===== src/rtl/scl_wg_pkg.sv =====
package scl_wg_pkg;

  typedef enum logic [1:0] {
    WG_IDLE = 2'd0,
    WG_LOW  = 2'd1,
    WG_HIGH = 2'd2
  } wg_state_e;

  // exponent limited to the variant maximum
  function automatic int unsigned wg_clamp_exp(input int unsigned e, input int unsigned emax);
    return (e > emax) ? emax : e;
  endfunction

  // phase length in system clocks, never below one
  function automatic int unsigned wg_phase_len(input int unsigned dv, input int unsigned e,
                                               input int unsigned off);
    int unsigned l;
    l = (dv << e) + off;
    return (l == 0) ? 1 : l;
  endfunction

  // index of the strobe cycle inside a phase
  function automatic int unsigned wg_mid(input int unsigned len);
    return len / 2;
  endfunction

endpackage


===== src/rtl/scl_wg_cfg.sv =====
module scl_wg_cfg
  import scl_wg_pkg::*;
#(
  parameter int DIV_W   = 8,
  parameter int EXP_W   = 3,
  parameter int MAX_EXP = 5,
  parameter int OFFSET  = 4,
  parameter int LEN_W   = 15
) (
  input  logic                       clk,
  input  logic                       rst_n,
  input  logic                       load,
  input  logic [2*DIV_W+EXP_W-1:0]   cfg_i,
  output logic [LEN_W-1:0]           len_lo_o,
  output logic [LEN_W-1:0]           len_hi_o
);

  logic [DIV_W-1:0] lo_f;
  logic [DIV_W-1:0] hi_f;
  logic [EXP_W-1:0] exp_f;
  int unsigned      exp_eff;
  logic [LEN_W-1:0] lo_nxt;
  logic [LEN_W-1:0] hi_nxt;

  assign lo_f  = cfg_i[DIV_W-1:0];
  assign hi_f  = cfg_i[2*DIV_W-1:DIV_W];
  assign exp_f = cfg_i[2*DIV_W+EXP_W-1:2*DIV_W];

  always_comb begin
    exp_eff = wg_clamp_exp(32'(exp_f), MAX_EXP);
    lo_nxt  = LEN_W'(wg_phase_len(32'(lo_f), exp_eff, OFFSET));
    hi_nxt  = LEN_W'(wg_phase_len(32'(hi_f), exp_eff, OFFSET));
  end

  always_ff @(posedge clk or negedge rst_n) begin
    if (!rst_n) begin
      len_lo_o <= LEN_W'(1);
      len_hi_o <= LEN_W'(1);
    end else if (load) begin
      len_lo_o <= lo_nxt;
      len_hi_o <= hi_nxt;
    end
  end

  AST_CFG_HELD: assert property (@(posedge clk) disable iff (!rst_n)
    !load |=> ($stable(len_lo_o) && $stable(len_hi_o)));

endmodule


===== src/rtl/scl_wg_ctr.sv =====
module scl_wg_ctr #(
  parameter int LEN_W = 15
) (
  input  logic             clk,
  input  logic             rst_n,
  input  logic             clr,
  input  logic             adv,
  output logic [LEN_W-1:0] cnt_o
);

  always_ff @(posedge clk or negedge rst_n) begin
    if (!rst_n)   cnt_o <= '0;
    else if (clr) cnt_o <= '0;
    else if (adv) cnt_o <= cnt_o + LEN_W'(1);
  end

endmodule


===== src/rtl/scl_wave_gen.sv =====
module scl_wave_gen
  import scl_wg_pkg::*;
#(
  parameter int DIV_W   = 8,
  parameter int EXP_W   = 3,
  parameter int MAX_EXP = 5,
  parameter int OFFSET  = 4
) (
  input  logic                     clk,
  input  logic                     rst_n,
  input  logic                     soft_rst,
  input  logic                     run,
  input  logic [2*DIV_W+EXP_W-1:0] wave_cfg,
  input  logic                     scl_in,
  output logic                     scl_oe,
  output logic                     chg_stb,
  output logic                     smp_stb
);

  localparam int LEN_W = DIV_W + MAX_EXP + 2;

  wg_state_e        state_q;
  wg_state_e        state_d;
  logic [LEN_W-1:0] len_lo;
  logic [LEN_W-1:0] len_hi;
  logic [LEN_W-1:0] cnt;
  logic [LEN_W-1:0] mid_lo;
  logic [LEN_W-1:0] mid_hi;

  // named internal events
  logic st_low, st_high, st_idle;
  logic low_done, high_done, phase_start, ctr_clr, ctr_adv;

  assign st_idle = (state_q == WG_IDLE);
  assign st_low  = (state_q == WG_LOW);
  assign st_high = (state_q == WG_HIGH);

  assign low_done    = st_low && (cnt == len_lo - LEN_W'(1));
  assign high_done   = st_high && scl_in && (cnt == len_hi - LEN_W'(1));
  assign phase_start = !soft_rst && ((st_idle && run) || (high_done && run));
  assign ctr_clr     = soft_rst || st_idle || low_done || high_done;
  assign ctr_adv     = st_low || (st_high && scl_in);

  assign mid_lo = LEN_W'(wg_mid(32'(len_lo)));
  assign mid_hi = LEN_W'(wg_mid(32'(len_hi)));

  scl_wg_cfg #(
    .DIV_W  (DIV_W),
    .EXP_W  (EXP_W),
    .MAX_EXP(MAX_EXP),
    .OFFSET (OFFSET),
    .LEN_W  (LEN_W)
  ) cfg_i (
    .clk     (clk),
    .rst_n   (rst_n),
    .load    (phase_start),
    .cfg_i   (wave_cfg),
    .len_lo_o(len_lo),
    .len_hi_o(len_hi)
  );

  scl_wg_ctr #(.LEN_W(LEN_W)) ctr_i (
    .clk  (clk),
    .rst_n(rst_n),
    .clr  (ctr_clr),
    .adv  (ctr_adv),
    .cnt_o(cnt)
  );

  always_comb begin
    state_d = state_q;
    if (soft_rst) begin
      state_d = WG_IDLE;
    end else begin
      unique case (state_q)
        WG_IDLE: if (run)       state_d = WG_LOW;
        WG_LOW:  if (low_done)  state_d = WG_HIGH;
        WG_HIGH: if (high_done) state_d = run ? WG_LOW : WG_IDLE;
        default: state_d = WG_IDLE;
      endcase
    end
  end

  always_ff @(posedge clk or negedge rst_n) begin
    if (!rst_n) state_q <= WG_IDLE;
    else        state_q <= state_d;
  end

  assign scl_oe  = st_low;
  assign chg_stb = st_low && (cnt == mid_lo);
  assign smp_stb = st_high && scl_in && (cnt == mid_hi);

  AST_SRST_RELEASE: assert property (@(posedge clk) disable iff (!rst_n)
    soft_rst |=> (!scl_oe && !chg_stb && !smp_stb));

  AST_STRETCH_HOLD: assert property (@(posedge clk) disable iff (!rst_n)
    (st_high && !scl_in && !soft_rst) |=> (st_high && (cnt == $past(cnt))));

  AST_LOW_BOUND: assert property (@(posedge clk) disable iff (!rst_n)
    st_low |-> (cnt < len_lo));

  AST_HIGH_BOUND: assert property (@(posedge clk) disable iff (!rst_n)
    st_high |-> (cnt < len_hi));

  AST_STOP_AT_END: assert property (@(posedge clk) disable iff (!rst_n)
    (high_done && !run && !soft_rst) |=> (st_idle && !scl_oe));

  AST_STROBE_EXCL: assert property (@(posedge clk) disable iff (!rst_n)
    $onehot0({chg_stb, smp_stb}));

endmodule


===== config.mk =====
export PLATFORM = sky130hd
export DESIGN_NAME = scl_wave_gen
export DESIGN_NICKNAME = d
export VERILOG_FILES = /design/src/rtl/scl_wg_pkg.sv /design/src/rtl/scl_wg_cfg.sv /design/src/rtl/scl_wg_ctr.sv /design/src/rtl/scl_wave_gen.sv
export SDC_FILE = /design/constraint.sdc
export NUM_CORES = 1
export LEC_CHECK = 0
export BUFFER_PORTS_ARGS = -buffer_cell sky130_fd_sc_hd__buf_2
export CELL_PAD_IN_SITES_DETAIL_PLACEMENT = 2
export CELL_PAD_IN_SITES_GLOBAL_PLACEMENT = 2
export CORE_MARGIN = 3
export CORE_UTILIZATION = 34
export DETAILED_ROUTE_END_ITERATION = 16
export PLACE_DENSITY_LB_ADDON = 0.1
export SKIP_CTS_REPAIR_TIMING = 1
export SLEW_MARGIN = 20
export SYNTH_ARGS = -nofsm -noshare
export SYNTH_HDL_FRONTEND = slang
export SYNTH_SLANG_ARGS = --single-unit
export TNS_END_PERCENT = 30

===== constraint.sdc =====
create_clock -name clk -period 5.3 [get_ports clk]
set_clock_uncertainty 0.1 [all_clocks]
set_input_delay 0.53 -clock clk [delete_from_list [all_inputs] [get_ports clk]]
set_output_delay 0.53 -clock clk [all_outputs]
set_load 0.02 [all_outputs]

==> flow_metrics.env, run 1 <==
export IMPL_synth_compound_area_share_pct=15.66
export IMPL_ant_nets=0
export IMPL_seq_area_sq_mm=0.001179
export IMPL_critPathMaxFanout=37
export IMPL_fin_cells=714
export IMPL_setup_violations=0
export IMPL_drive_gt1_share_pct=11.44
export IMPL_swShare_pct=36.77
export IMPL_ys_types=72
export IMPL_synth_fa_ha_area_share_pct=1.917
export IMPL_die_w_um=121.9
export IMPL_synth_mux_area_fraction_pct=7.503
export IMPL_cts_sinks=47
export IMPL_synth_fp_nets=587
export IMPL_tightest_slew_ns=0.8912
export IMPL_ioPinCount=27
export IMPL_status="completed"
export IMPL_dpl_cell_count=706
export IMPL_p_per_area_mw_per_mm2=280.0
export IMPL_clk_latency_ns=0.30
export IMPL_hpwlAfterDp_um=11410
export IMPL_synth_flop_cell="dfrtp_1"
export IMPL_die_area_sq_mm=0.01487
export IMPL_rsz0062_at_grt="no"
export IMPL_yosys_area_share_xor_xnor_pct=17.83
export IMPL_period_needed_ns=3.581
export IMPL_cap_violations=0
export IMPL_rows=41
export IMPL_hold_path_class="input pin to async pin"
export IMPL_crit_path_start="cfg_i.len_hi_o[1]$_DFFE_PN0P_"
export IMPL_start_util_pct=35.49
export IMPL_netlist_instances=556
export IMPL_clockPowerShare_pct=30.1
export IMPL_postSynthAreaPerCell_sq_um=8.218
export IMPL_worst_setup_path_type="flop to flop"
export IMPL_die_y_um=121.9
export IMPL_start_kind="flop"
export IMPL_rrSetupSlack_ns=1.72
export IMPL_hold_violations=0
export IMPL_synth_area_sq_mm=0.004569
export IMPL_r2r_start="cfg_i.len_hi_o[1]$_DFFE_PN0P_"
export IMPL_routabilityCongestion=0.8243
export IMPL_grt_max_degree=48
export IMPL_p_leak_nw=1.878
export IMPL_min_period_over_period_pct=67.57
export IMPL_power_frac_comb_pct=32.1
export IMPL_tritoncts="yes"
export IMPL_final_setup_tns_ns=0
export IMPL_vias_per_cell=5.714
export IMPL_seq_power_share_pct=37.8
export IMPL_synthSimpleGateAreaFrac_pct=25.96
export IMPL_ir_drop_mv=0.1024
export IMPL_rr_worst_depth=10
export IMPL_grt_overflow=0
export IMPL_cts_max_level=2
export IMPL_drt_first_pass_iters=4
export IMPL_fin_util_pct=38.06
export IMPL_dp_worst_setup_slack_ns=1.677
export IMPL_clk_pin_slew_ns=0.07
export IMPL_diodes=0
export IMPL_p_int_w=0.0008675
export IMPL_first_iter_violations=168
export IMPL_synth_edf_count=0
export IMPL_synth_seq_cells=47
export IMPL_vias=4080
export IMPL_synth_area_leaders="dfrtp_1 25%, xnor2_1 11%, xor2_1 6.7%, mux2i_1 5.0%, nor2_1 4.1%"
export IMPL_drv_slew=0
export IMPL_cts_buffers=5
export IMPL_r2r_end="cfg_i.len_lo_o[0]$_DFFE_PN1P_"
export IMPL_yosysWarnings=0
export IMPL_fin_ws_ns=1.719
export IMPL_synth_top_area_share_pct=24.64
export IMPL_endpoint_kind="flop"
export IMPL_core_sq_mm=0.01288
export IMPL_multi_input_area_sq_mm=0.003147
export IMPL_cts_root_buf="clkbuf_16"
export IMPL_wl_um=14780
export IMPL_wire_per_inst_um=20.69
export IMPL_synth_top_family_by_area="simple AND/OR/NAND/NOR gates"
export IMPL_cp_arrival_ns=3.71
export IMPL_grt_pass1_wl_um=24450
export IMPL_n_fill_cell=1481
export IMPL_io_buffers=26
export IMPL_switchingPower_w=0.0005045
export IMPL_grt_util_all_layers_pct=21.00
export IMPL_nNetsFinal=572
export IMPL_area_growth_synth_to_final_pct=7.256
export IMPL_fmax_mhz=279.2
export IMPL_yosysSeqAreaShare_pct=25.79
export IMPL_synth_top_area_cell="dfrtp_1"
export IMPL_antenna_found_initial=0
export IMPL_ys_async_sr_fraction_pct=100.0
export IMPL_required_ns=5.43
export IMPL_grt_pass1_vias=4457
export IMPL_clockBufferDepth=2
export IMPL_drc=0
export IMPL_maxSlewHeadroom_pct=40.37
==> final cells by class <==
class | count | share of cell area [%]
clock buffers | 6 | 2.630
clock inverters | 2 | 1.225
multi-input cells | 451 | 64.21
repair buffers | 27 | 2.808
inverters | 9 | 0.6893
well taps | 172 | 4.391
flip-flops and latches | 47 | 24.05
==> cell usage after synthesis, types with 3 or more instances <==
library cell and number:
nand3_1 19, a31oi_1 4, dfrtp_1 45, o21ai_0 23, buf_2 9, mux2_2 10, nor2b_1 14, a21o_1 3
nand4_1 18, a2111oi_0 3, or2_2 3, ha_1 7, o22ai_1 4, buf_1 4, clkbuf_1 34, a221oi_1 4
or3_1 4, and2_1 7, mux2i_1 23, nor3_1 15, a211oi_1 6, a22oi_1 5, nor2_1 50, nand2_1 45
o31ai_1 4, xor2_1 35, nor4_1 11, a21oi_1 18, inv_1 9, xnor2_1 58, nor4_4 4, and3_1 3
==> flip-flops by register name, indices dropped and copies added (netlist names) <==
register and count:
cfg_i.len_hi_o 15, ctr_i.cnt_o 15, state_q 2, cfg_i.len_lo_o 15
==> metrics by stage <==
| step | total power (W) | hold slack (ns) | area (sq um) |
|---|---|---|---|
| floorplan | 0.0008393 | 0.1344 | 4569 |
| global placement | 0.0009456 | 0.4394 | 4712 |
| detailed placement | 0.0009683 | 0.4381 | 4712 |
| CTS | 0.001386 | 0.2684 | 4901 |
| global route | 0.001466 | 0.3015 | 4901 |
| finish | 0.001372 | 0.2281 | 4901 |
==> worst max-delay path by stage <==
| stage | to | cells past startpoint |
|---|---|---|
| floorplan | cfg_i.len_hi_o[10]$_DFFE_PN0P_ | 12 |
| global placement | cfg_i.len_lo_o[0]$_DFFE_PN1P_ | 10 |
| detailed placement | cfg_i.len_lo_o[0]$_DFFE_PN1P_ | 10 |
| CTS | cfg_i.len_lo_o[0]$_DFFE_PN1P_ | 10 |
| global route | cfg_i.len_hi_o[2]$_DFFE_PN0P_ | 10 |
| finish | cfg_i.len_lo_o[0]$_DFFE_PN1P_ | 10 |
==> placed cells by master (no fill, tap or decap), drive strengths merged, types with 19 or more instances in the layout <==
cell type / n
buf: 27
xnor2: 58
nand3: 19
xor2: 35
nor2: 51
dfrtp: 45
nand2: 45
mux2i: 23
o21ai: 25
==> worst max-delay path: stages (launching register included) <==
cell and delay, ns:
dfrtp_1 0.43, inv_1 0.09, ha_1 0.31, or4b_1 0.57, or3_1 0.36, and4b_1 0.20
o22ai_1 0.26, nor4_4 0.10, o21ai_4 0.69, a31o_2 0.23, a2bb2oi_1 0.16
==> logic make-up after synthesis <==
logic type,count (synthesis)
AO/OA/AOI/OAI,103
XOR/XNOR,93
adder cells (fa/ha/maj),7
buffers and inverters,58
flip-flops,47
multiplexers,33
AND/OR/NAND/NOR,215
==> power by group through the flow <==
stage               logic [W]  registers [W]  clock network, W
global route         0.000499       0.000531          0.000436
floorplan            0.000396       0.000444                 0
CTS                  0.000446       0.000519          0.000421
detailed placement   0.000442       0.000526                 0
finish               0.000441       0.000518          0.000413
global placement     0.000426       0.000520                 0
==> routing by layer <==
| metal | share of wire (%) | track usage, % | wire length [um] | vias to the layer above |
|---|---|---|---|---|
| met5 | 0 | 0 | 0 | - |
| met4 | 1.1 | 4.692 | 165 | 0 |
| met1 | 46 | 27.59 | 6819 | 2062 |
| li1 | - | - | - | 1958 |
| met3 | 1.7 | 2.368 | 258 | 11 |
| met2 | 51 | 37.09 | 7534 | 49 |
Note: power is estimated with default switching activity, not from simulation.
==> run 2, diff against run 1 <==
--- a/config.mk
+++ b/config.mk
@@ -5,11 +5,12 @@
 export SDC_FILE = /design/constraint.sdc
 export NUM_CORES = 1
 export LEC_CHECK = 0
+export ABC_AREA = 1
 export BUFFER_PORTS_ARGS = -buffer_cell sky130_fd_sc_hd__buf_2
 export CELL_PAD_IN_SITES_DETAIL_PLACEMENT = 2
 export CELL_PAD_IN_SITES_GLOBAL_PLACEMENT = 2
 export CORE_MARGIN = 3
-export CORE_UTILIZATION = 34
+export CORE_UTILIZATION = 30
 export DETAILED_ROUTE_END_ITERATION = 16
 export PLACE_DENSITY_LB_ADDON = 0.1
 export SKIP_CTS_REPAIR_TIMING = 1
==> constraint.sdc (replaced) <==
create_clock -name clk -period 2.9 [get_ports clk]
set_clock_uncertainty 0.1 [all_clocks]
set_input_delay 0.29 -clock clk [delete_from_list [all_inputs] [get_ports clk]]
set_output_delay 0.29 -clock clk [all_outputs]
set_load 0.02 [all_outputs]
==> run 2 against run 1 <==
- sequential share of layout area down 2.2 points
- clock power up 44%
- critical path depth up 7
- sequential power up 66%
- fmax up 27%
- first-iteration DRC count up 8.9%
- critical path type unchanged
==> flow_metrics.env, run 2 <==
export IMPL_final_common_cell="nand2_1"
export IMPL_cpMostUsedCell="nand2_1"
export IMPL_drive_gt1_share_pct=9.880
export IMPL_hp_start="soft_rst"
export IMPL_cp_top_family="simple AND/OR/NAND/NOR gates"
export IMPL_ys_async_sr_fraction_pct=100.0
export IMPL_routabilityCongestion=0.8419
export IMPL_rrSetupSlack_ns=0.08
export IMPL_yosysSeqAreaShare_pct=24.21
export IMPL_status="completed"
export IMPL_period_needed_ns=2.818
export IMPL_layout_common_cells="245 x nand2_1, 107 x nand3_1, 104 x inv_1, 100 x nor2_1, 45 x dfrtp_1"
export IMPL_synthTopCellsByCount="245 x nand2_1, 107 x nand3_1, 104 x inv_1"
export IMPL_totalPowerFinal_w=0.002437
export IMPL_yosysWarnings=0
export IMPL_crit_buf_inv=2
export IMPL_die_w_um=133.4
export IMPL_ioPinCount=27
export IMPL_die_y_um=133.4
export IMPL_largestRegisters="cfg_i.len_hi_o (15), cfg_i.len_lo_o (15), ctr_i.cnt_o (15)"
export IMPL_clk_latency_ns=0.30
export IMPL_fin_util_pct=34.72
export IMPL_synth_edf_count=0
export IMPL_critPathMaxFanout=21
export IMPL_hpwlAfterDp_um=14610
export IMPL_cts_max_level=2
export IMPL_dp_worst_setup_slack_ns=0.1916
export IMPL_synth_top_area_share_pct=23.13
export IMPL_p_leak_nw=2.758
export IMPL_slowest_delay_ns=0.55
export IMPL_tritoncts="yes"
export IMPL_diodes=0
export IMPL_min_to="state_q[0]$_DFFE_PN0P_"
export IMPL_tightest_slew_ns=0.5188
export IMPL_hold_violations=0
export IMPL_wl_um=18100
export IMPL_cts_buffers=5
export IMPL_rows=45
export IMPL_clockBufferDepth=2
export IMPL_drt_first_pass_iters=4
export IMPL_fmax_mhz=354.9
export IMPL_synth_flop_cell="dfrtp_1"
export IMPL_synth_area_sq_mm=0.004868
export IMPL_synth_fp_nets=837
export IMPL_io_buffers=26
export IMPL_p_per_area_mw_per_mm2=451.7
export IMPL_fin_ws_ns=0.08204
export IMPL_endpoint_kind="flop"
export IMPL_grt_max_degree=37
export IMPL_grt_util_all_layers_pct=20.51
export IMPL_antenna_found_initial=0
export IMPL_dr_max_layer_used="met4"
export IMPL_synth_seq_cells=47
export IMPL_ant_nets=0
export IMPL_grt_overflow=0
export IMPL_first_iter_violations=183
export IMPL_wl_met3_um=369
export IMPL_drv_slew=0
export IMPL_clk_pin_slew_ns=0.07
export IMPL_grt_pass1_wl_um=29830
export IMPL_setup_violations=0
export IMPL_start_kind="flop"
export IMPL_ys_types=41
export IMPL_r2r_end="cfg_i.len_hi_o[9]$_DFFE_PN0P_"
export IMPL_cp_arrival_ns=2.94
export IMPL_r2r_start="cfg_i.len_hi_o[0]$_DFFE_PN1P_"
export IMPL_start_util_pct=31.33
export IMPL_vias_per_cell=5.011
export IMPL_drc=0
export IMPL_rsz0062_at_grt="yes"
export IMPL_vias=5216
export IMPL_synth_top_area_cell="dfrtp_1"
export IMPL_min_period_over_period_pct=97.17
export IMPL_required_ns=3.02
export IMPL_synth_most_common_cell="nand2_1"
export IMPL_postSynthAreaPerCell_sq_um=6.040
export IMPL_die_area_sq_mm=0.01779
export IMPL_hold_path_depth=2
export IMPL_wire_per_inst_um=17.39
export IMPL_cts_sinks=47
export IMPL_ir_drop_mv=0.2405
export IMPL_nNetsFinal=860
export IMPL_worst_setup_path_type="flop to flop"
export IMPL_netlist_instances=806
export IMPL_synth_area_leaders="dfrtp_1 23%, nand2_1 19%, nand3_1 11%, inv_1 8.0%, nor2_1 7.7%"
export IMPL_cts_root_buf="clkbuf_16"
export IMPL_maxSlewHeadroom_pct=64.52
export IMPL_final_setup_tns_ns=0
export IMPL_wl_met1_um=8215
export IMPL_area_growth_synth_to_final_pct=10.82
export IMPL_hold_slack_ns=0.1960
export IMPL_core_sq_mm=0.01554
export IMPL_cap_violations=0
export IMPL_rr_worst_depth=17
export IMPL_wl_met2_um=9181
export IMPL_hold_path_class="input pin to flop"
export IMPL_cpMaxStageDelayCell="dfstp_2"
export IMPL_path_cells="inv_1, ha_1, nand2_1, nor2_1, nand2_1, nand2_1, nand2_1, nor2_1, nor2_1, nand2_1, nor2_1, nand2_1, nand2_2, nand2_4, inv_2, nand2_1, o21ai_1"
export IMPL_grt_pass1_vias=5777
## run 2: stage by stage
step | instance area (sq um) | std cells
floorplan | 4868 | 806
global placement | 5236 | 1032
detailed placement | 5236 | 1032
CTS | 5378 | 1040
global route | 5395 | 1041
finish | 5395 | 1041
## run 2: worst reg2reg max path, cell delays in order, from the launching register on
cell and delay (ns):
dfstp_2 0.55, inv_1 0.07, ha_1 0.24, nand2_1 0.11
nor2_1 0.08, nand2_1 0.10, nand2_1 0.07, nand2_1 0.08
nor2_1 0.04, nor2_1 0.14, nand2_1 0.09, nor2_1 0.11
nand2_1 0.18, nand2_2 0.15, nand2_4 0.05, inv_2 0.32
nand2_1 0.15, o21ai_1 0.10
## run 2: worst max-delay path by stage
stage | start | to | slack [ns] | cells past startpoint
2_1_floorplan | cfg_i.len_hi_o[0]$_DFFE_PN1P_ | cfg_i.len_lo_o[5]$_DFFE_PN0P_ | 0.72 | 15
5_1_grt | cfg_i.len_hi_o[1]$_DFFE_PN0P_ | cfg_i.len_hi_o[0]$_DFFE_PN1P_ | -0.15 | 17
3_3_place_gp | wave_cfg[17] | cfg_i.len_hi_o[2]$_DFFE_PN0P_ | 0.27 | 17
6_report | cfg_i.len_hi_o[0]$_DFFE_PN1P_ | cfg_i.len_hi_o[9]$_DFFE_PN0P_ | 0.08 | 17
4_1_cts | cfg_i.len_hi_o[0]$_DFFE_PN1P_ | cfg_i.len_hi_o[9]$_DFFE_PN0P_ | 0.15 | 17
3_5_place_dp | wave_cfg[17] | cfg_i.len_hi_o[2]$_DFFE_PN0P_ | 0.19 | 17
## run 2: cells by family after synthesis
group | synth area share (%)
AOI/OAI and AO/OA | 5.602
and+or+nand+nor | 47.47
buffers and inverters | 11.54
xor gates and xnor gates | 9.175
adders and majority gates | 1.799
DFF | 24.21
muxes | 0.2056
## run 2: layout make-up
| type | count | area (sq um) |
|---|---|---|
| inverters | 108 | 407.9 |
| fillers | 2018 | 10140 |
| multi-input cells | 623 | 3136 |
| flip-flops and latches | 47 | 1179 |
| clock buffers | 6 | 128.9 |
| well taps | 211 | 264.0 |
| repair buffers | 44 | 267.8 |
| clock inverters | 2 | 12.51 |
## run 2: per-layer routing
metal | GRT usage [%] | vias to the layer above
met5 | 0 | -
met4 | 4.686 | 0
met3 | 1.624 | 16
met2 | 38.18 | 58
met1 | 25.73 | 2551
li1 | - | 2591
## run 2: where the power goes
part	total, W	switching (W)	internal (W)
clock network	0.000593	0.000274	0.000319
logic	0.000983	0.000643	0.000340
registers	0.000861	0.000128	0.000733
total	0.00244	0.00104	0.00139
